**src/rtl/wrap_acc_pkg.sv**
```systemverilog
package wrap_acc_pkg;
  typedef struct packed {
    logic up;   // positive overflow
    logic down; // negative overflow
  } wrap_t;
endpackage

```
**src/rtl/wrap_add.sv**
```systemverilog
module wrap_add
  import wrap_acc_pkg::*;
#(
  parameter int DATA_W = 4
) (
  input  logic [DATA_W-1:0] a_i,
  input  logic [DATA_W-1:0] b_i,
  output logic [DATA_W-1:0] sum_o,
  output wrap_t             wrap_o
);
  localparam int MSB = DATA_W - 1;

  logic [DATA_W-1:0] low;
  logic [1:0]        top;
  logic              c_sign_in;
  logic              c_sign_out;

  always_comb begin
    low        = {1'b0, a_i[MSB-1:0]} + {1'b0, b_i[MSB-1:0]};
    c_sign_in  = low[MSB];
    top        = {1'b0, a_i[MSB]} + {1'b0, b_i[MSB]} + {1'b0, c_sign_in};
    c_sign_out = top[1];
    sum_o      = {top[0], low[MSB-1:0]};
    // carries differ: invalid step; carry-out tells direction
    wrap_o.up   = (c_sign_in ^ c_sign_out) & ~c_sign_out;
    wrap_o.down = (c_sign_in ^ c_sign_out) &  c_sign_out;
  end
endmodule

```
**src/rtl/wrap_cnt.sv**
```systemverilog
module wrap_cnt
  import wrap_acc_pkg::*;
#(
  parameter int CNT_W = 10
) (
  input  logic             clk_i,
  input  logic             rst_ni,
  input  logic             step_i,
  input  logic             restart_i,
  input  wrap_t            wrap_i,
  output logic [CNT_W-1:0] cnt_next_o
);
  logic [CNT_W-1:0] cnt_q;
  logic [CNT_W-1:0] base;

  always_comb begin
    base = restart_i ? '0 : cnt_q;
    if (wrap_i.up)        cnt_next_o = base + CNT_W'(1);
    else if (wrap_i.down) cnt_next_o = base - CNT_W'(1);
    else                  cnt_next_o = base;
  end

  always_ff @(posedge clk_i or negedge rst_ni) begin
    if (!rst_ni)     cnt_q <= '0;
    else if (step_i) cnt_q <= cnt_next_o;
  end
endmodule

```
**src/rtl/wrap_acc.sv**
```systemverilog
module wrap_acc
  import wrap_acc_pkg::*;
#(
  parameter int DATA_W    = 4,
  parameter int MAX_FRAME = 256
) (
  input  logic              clk_i,
  input  logic              rst_ni,
  input  logic              in_valid_i,
  input  logic [DATA_W-1:0] in_data_i,
  input  logic              in_last_i,
  output logic [DATA_W-1:0] sum_o,
  output logic              ovf_o,
  output logic              final_valid_o
);
  // signed range must hold +/-MAX_FRAME wraps
  localparam int CNT_W = $clog2(MAX_FRAME + 1) + 1;

  logic [DATA_W-1:0] acc_q;
  logic              start_q;
  logic              ovf_q;
  logic              fin_q;
  logic [DATA_W-1:0] base;
  logic [DATA_W-1:0] add_sum;
  wrap_t             wrap;
  logic [CNT_W-1:0]  cnt_next;

  assign base = start_q ? '0 : acc_q;

  wrap_add #(.DATA_W(DATA_W)) u_add (
    .a_i    (base),
    .b_i    (in_data_i),
    .sum_o  (add_sum),
    .wrap_o (wrap)
  );

  wrap_cnt #(.CNT_W(CNT_W)) u_cnt (
    .clk_i      (clk_i),
    .rst_ni     (rst_ni),
    .step_i     (in_valid_i),
    .restart_i  (start_q),
    .wrap_i     (wrap),
    .cnt_next_o (cnt_next)
  );

  always_ff @(posedge clk_i or negedge rst_ni) begin
    if (!rst_ni) begin
      acc_q   <= '0;
      start_q <= 1'b1;
      ovf_q   <= 1'b0;
      fin_q   <= 1'b0;
    end else begin
      ovf_q <= in_valid_i & (wrap.up | wrap.down);
      if (in_valid_i) begin
        acc_q   <= add_sum;
        start_q <= in_last_i;
        if (in_last_i) fin_q <= (cnt_next == '0);
      end
    end
  end

  assign sum_o         = acc_q;
  assign ovf_o         = ovf_q;
  assign final_valid_o = fin_q;
endmodule

```
**config.mk**
```make
export PLATFORM = sky130hd
export DESIGN_NAME = wrap_acc
export DESIGN_NICKNAME = d
export VERILOG_FILES = /design/src/rtl/wrap_acc_pkg.sv /design/src/rtl/wrap_add.sv /design/src/rtl/wrap_cnt.sv /design/src/rtl/wrap_acc.sv
export SDC_FILE = /design/constraint.sdc
export NUM_CORES = 1
export LEC_CHECK = 0
export ABC_AREA = 1
export BUFFER_PORTS_ARGS = -buffer_cell sky130_fd_sc_hd__buf_2
export CAP_MARGIN = 20
export CORE_MARGIN = 4
export CORE_UTILIZATION = 35
export DETAILED_ROUTE_END_ITERATION = 8
export SLEW_MARGIN = 10
export SYNTH_ARGS = -nofsm -noshare
export SYNTH_HDL_FRONTEND = slang
export SYNTH_SLANG_ARGS = --single-unit
```
**constraint.sdc**
```tcl
create_clock -name clk_i -period 3.47 [get_ports clk_i]
set_clock_uncertainty 0.2 [all_clocks]
set_input_delay 0.8675 -clock clk_i [delete_from_list [all_inputs] [get_ports clk_i]]
set_output_delay 0.8675 -clock clk_i [all_outputs]
set_load 0.05 [all_outputs]
```
# After elaboration in Yosys (flattened, before gate mapping)
# Cells that the tools add are included.
[totals]
ff_bits = 17
inputBits = 8
out_inout_bits = 6
word_cells = 22
[classes]
add_sub_neg = 5
n_mux = 4
bitwise_logic = 6
reduce_logical = 2
[op_table]
columns = ["op", "n"]
rows = [
  ["$mux 10", 3],
  ["$add 10x1->10 const B", 1],
  ["$logic_not 10->1", 1],
  ["$sub 10x1->10 const B", 1],
  ["$add 3x3->4", 1],
  ["$mux 4", 1],
  ["$and 1x1->1", 3],
  ["$add 1x1->2", 1],
  ["$add 2x1->2", 1],
  ["$reduce_and 2->1", 1],
  ["$not 1->1", 1],
  ["$or 1x1->1", 1],
  ["$xor 1x1->1", 1],
]

# Longest topological paths before layout
[logic_depth]
depth_word = 8
depth_mapped = 23
ltp_nobuf = 23

# Cells and area by module
# A second synthesis with hierarchy kept.
[unflattened]
cells_unflattened = 206
area_unflattened_um2 = 1405.1
[by_module_without_submodules]
columns = ["mod", "instances", "cells_each", "area_per_inst_um2", "seq_area_each_um2"]
rows = [
  ["wrap_cnt", 1, 144, 934.6, 250.2],
  ["wrap_acc", 1, 41, 325.3, 176.4],
  ["wrap_add", 1, 21, 145.1, 0.0],
]

# Worst setup path before layout
# No wires, ideal clock.
[synth_timing]
path_type = "input to register"
start = "input port in_data_i[2]"
end = "register fin_q, in the netlist final_valid_o"
setup_time_ns = 0.118
arrival_time_ns = 3.012
required_time_ns = 3.152
setup_slack_ns = 0.140
stages = 19
path_buffers = 0
cell_sequence = "ha_1 > nand2_1 > nand2_1 > a31oi_1 > inv_1 > fa_1 > inv_1 > ha_1 > nand3_1 > nor2_1 > nand2_1 > nor2_2 > nand3_1 > nand2_1 > nand2_1 > nand2_1 > nor2_1 > nand2_1 > nand2_1"
[synth_via]
elab_chain_cells = 7
word_cells_on_any_way = 9
classes_between = "add/sub (2); mux (2); bitwise (4); reduce/logical (1)"
[synth_lines]
columns = ["element", "line", "text"]
rows = [
  ["start: declaration", "wrap_acc.sv:10", "input logic [DATA_W-1:0] in_data_i,"],
  ["$add 3x3->4 (*)", "wrap_add.sv:19", "low = {1'b0, a_i[MSB-1:0]} + {1'b0, b_i[MSB-1:0]};"],
  ["$add 2x1->2", "wrap_add.sv:21", "top = {1'b0, a_i[MSB]} + {1'b0, b_i[MSB]} + {1'b0, c_sign_in};"],
  ["$xor 1x1->1", "wrap_add.sv:25, wrap_add.sv:26", ""],
  ["$and 1x1->1", "wrap_add.sv:26", "wrap_o.down = (c_sign_in ^ c_sign_out) & c_sign_out;"],
  ["$mux 10", "wrap_cnt.sv:19", "else if (wrap_i.down) cnt_next_o = base - CNT_W'(1);"],
  ["$mux 10 (*)", "wrap_cnt.sv:18", "if (wrap_i.up) cnt_next_o = base + CNT_W'(1);"],
  ["$logic_not 10->1 (*)", "wrap_acc.sv:57", "if (in_last_i) fin_q <= (cnt_next == '0);"],
  ["end signal: assignment", "wrap_acc.sv:57", ""],
  ["end: declaration", "wrap_acc.sv:22", "logic fin_q;"],
]
# Every way passes the cells marked *; elsewhere a longest branch is shown, timed or not.
# A chain may end at the register's enable or synchronous reset.

# Worst setup path in the final report
# Ends and elaborated chain as after synthesis.

==> out/qor.txt <==
Post-synth EDFFs -> 0
Crit-path slowest cell -> fa_2
Fin crit period -> 3160 ps
Clock latency on the worst-skew pair -> 250 ps
Cell count of the worst reg-to-reg path -> 20
Prevailing post-synth register cell -> dfrtp_1
CP max stage delay -> 370 ps
Area share of fa/ha/maj cells after synthesis -> 9.91%
Maxcap violations -> 0
Switching Share -> 46.4%
Initial drt markers -> 40
Post-route insts no fill -> 263
HPWL after DPL -> 2.18 mm
Remaining Overflow, GRT -> 0
CP Data Required Time -> 3420 ps
Vias in the first global route -> 1179
Bufs and invs on worst path -> 3
Die height -> 68.7 µm
Pins Over Slew Limit -> 0
Min-Delay Path Class -> reg -> reg
Cells after Synth -> 193
Worst Slack Setup Final -> 306 ps
Clk buf depth -> 2
Synth cell count leaders -> 56 x nand2_1, 31 x inv_1, 26 x nor2_1, 16 x dfrtp_1, 16 x nand3_1
Remaining DRCs -> 0
Setup crit start kind -> primary input
P_int -> 0.000525 W
Die X -> 68.7 µm
Endpoint class of the critical path -> register
Crit share post-route -> 91.2%
Post-CTS setup buffers -> 0
Post-synthesis xor/xnor area fraction -> 0.680%
Ranking of synthesized cells by area -> dfrtp_1 31%, nand2_1 16%, inv_1 9.0%
Antenna Nets Post-Route -> 0
First-pass GRT wire length -> 5.28 mm
Cell family with most CP delay -> simple AND/OR/NAND/NOR gates
Synth unique cells -> 21
Post-route cell area -> 0.00156 mm²
Routed wire length -> 2.91 mm
Crit path depth -> 20
Syn Area/Cell -> 6.67 µm²
Initial antenna violation count -> 0
Area of the mapped netlist -> 0.00129 mm²
Top cell type's share of synthesized area -> 31.1%
Fin. Hold Viols -> 0
Post-Synth Simple-Gate Area -> 37.4%
Compound-Gate Fraction of Synth Area -> 8.45%
Worst IR drop on VDD -> 0.000335 V
Crit-path cells -> buf_2 -> ha_4 -> nand2_1 -> nand2_1 -> a31oi_2 -> inv_2 -> fa_2 -> inv_1 -> ha_4 -> nand3_1 -> nor2_2 -> nand2_2 -> nor2_4 -> nand3_1 -> nand2_1 -> nand2_1 -> nand2_1 -> nor2_1 -> nand2_1 -> nand2_1
Switch Pwr -> 0.000454 W
Top-count cell post-synth -> nand2_1
CP most frequent cell -> nand2_1
Yosys top cell by area -> dfrtp_1
Flop pwr share -> 31.6%
Outcome -> complete, no violations
Root Driver -> clkbuf_8
WP data arrival -> 3110 ps
Routed vias/inst -> 4.64
Clk slew on worst S/H paths -> 80 ps
Port buffer count -> 13
Clk sinks -> 17
Layout area overhead -> 21.5%
CTS tree -> built
Total Nets Final -> 235
Die ar. -> 0.00471 mm²
Largest net degree at the start of global routing -> 19
Seq/Total Area, Yosys -> 33.1%
Core area -> 0.00344 mm²
Yosys reg bits -> 17
Average wire per standard cell -> 11.0 µm
Multiplexer share of the synthesized area -> 0%
Async SR Flop Fraction -> 100%
Logic pwr share -> 53.0%
Pre-antenna DRT Iters -> 4
Vias post-DR -> 1220
Worst slack, placed -> -196 ps
Syn Nets -> 210
RSZ-0062 raised after global routing -> no
CTS Buf Count -> 3
Pwr Density -> 626 mW/mm²
CP Class -> in -> reg
Layout cells sized above 1 -> 20.7%
Lkg Pwr -> 0.844 nW
Ports -> 14
Hold path cells -> 2
Synth Warn # -> 0
Crit path max fanout -> 5
Final setup fails -> 0
Slew margin rel. -> 72.6%
GRT Total Usage -> 14.8%
Routability cong. -> 0.808
Fmax -> 316 MHz
Dpl cells -> 259
Clk pwr share -> 15.5%
Antenna cells -> 0
CTS H-tree lvls -> 1
# rows -> 21
Starting Density -> 37.4%
Placed cell area -> 0.00147 mm²
Largest family of logic cells by synthesized area -> simple AND/OR/NAND/NOR gates
Worst Tran Pin Value -> 410 ps
==> metrics by stage <==
stage          hold slack (ps)  utilization [%]  setup TNS, ps  power, W
3_3_place_gp               272             42.8           -351  0.000815
3_5_place_dp               267             42.8           -451  0.000815
5_1_grt                    344             45.4              0   0.00108
2_1_floorplan              275                -              0  0.000679
6_report                   284             45.4              0  0.000979
4_1_cts                    288             44.2              0  0.000968
==> final cells by class <==
| class | count | area [µm²] |
|---|---|---|
| fill | 367 | 1880 |
| multi-input combinational | 141 | 771 |
| timing repair buffer | 23 | 140 |
| clock inverter | 1 | 5.00 |
| tap | 46 | 57.6 |
| sequential | 17 | 427 |
| clock buffer | 3 | 41.3 |
| inverter | 32 | 123 |
==> worst reg2reg max path, stage by stage, from the launching register on <==
cell,delay [ps]
dfstp_2,580
inv_4,40
nand2_1,90
inv_1,50
ha_1,280
a31oi_2,220
inv_2,70
fa_2,370
inv_1,100
ha_4,150
nand3_1,90
nor2_2,160
nand2_2,100
nor2_4,100
nand3_1,100
nand2_1,80
nand2_1,50
nand2_1,80
nor2_1,50
nand2_1,50
nand2_1,50
==> state kept, by name, summed over array words and instances, names as in the netlist <==
register       count
u_cnt.cnt_q       10
sum_o              4
final_valid_o      1
ovf_o              1
start_q            1
==> worst paths after layout <==
check | startpoint | endpoint | slack (ps)
setup / recovery | in_data_i[2] | final_valid_o$_DFFE_PN0P_ | 310
hold / removal | final_valid_o$_DFFE_PN0P_ | final_valid_o$_DFFE_PN0P_ | 280
setup reg to reg | start_q$_DFFE_PN1P_ | final_valid_o$_DFFE_PN0P_ | 320
hold reg to reg | final_valid_o$_DFFE_PN0P_ | final_valid_o$_DFFE_PN0P_ | 280
max in group asynchronous | rst_ni | start_q$_DFFE_PN1P_ | 2410
min in group asynchronous | rst_ni | u_cnt.cnt_q[9]$_DFFE_PN0P_ | 330
==> timing repair <==
| action | 4_1_cts | 5_1_grt |
|---|---|---|
| resized for setup | 0 | 9 |
| hold buffers | 0 | 0 |
| setup endpoints to repair | 0 | 5 |
==> per-layer routing <==
metal / vias up / track usage, % / share of wire [%]
li1: 649 / - / -
met1: 554 / 20.4 / 50
met2: 15 / 23.8 / 46
met3: 2 / 2.27 / 3.3
met4: 0 / 4.47 / 0.83
met5: - / 0 / 0
==> cell usage in the layout (no fill, tap or decap), types with 2 or more instances in the layout <==
master    count
o21bai_1      2
o21ai_0      14
nor2_4        2
dfrtp_1      16
nand4_1       2
nand3b_1      2
nor2_2        2
nand2_2       6
nor2_1       25
buf_4        10
a31oi_1       2
inv_1        30
nand3_1      16
ha_1          5
nand2_1      55
clkbuf_8      3
ha_4          2
buf_2        13
==> kinds of logic (layout without fill, tap and decap cells) <==
logic type / count (synthesis) / after routing
adders and majority gates: 9 / 9
buffers and inverters: 35 / 59
AOI/OAI and AO/OA: 20 / 20
DFF: 17 / 17
xor gates and xnor gates: 1 / 1
and+or+nand+nor: 111 / 111
==> power by group through the flow <==
stage / Combinational [W] / Sequential, W / Clock [W]
after detailed placement: 0.000501 / 0.000314 / 0
after CTS: 0.000503 / 0.000310 / 0.000155
after floorplan: 0.000293 / 0.000386 / 0
after global placement: 0.000501 / 0.000314 / 0
final: 0.000519 / 0.000309 / 0.000151
after global routing: 0.000596 / 0.000321 / 0.000167
No activity file was read; power rests on OpenSTA's default activity.
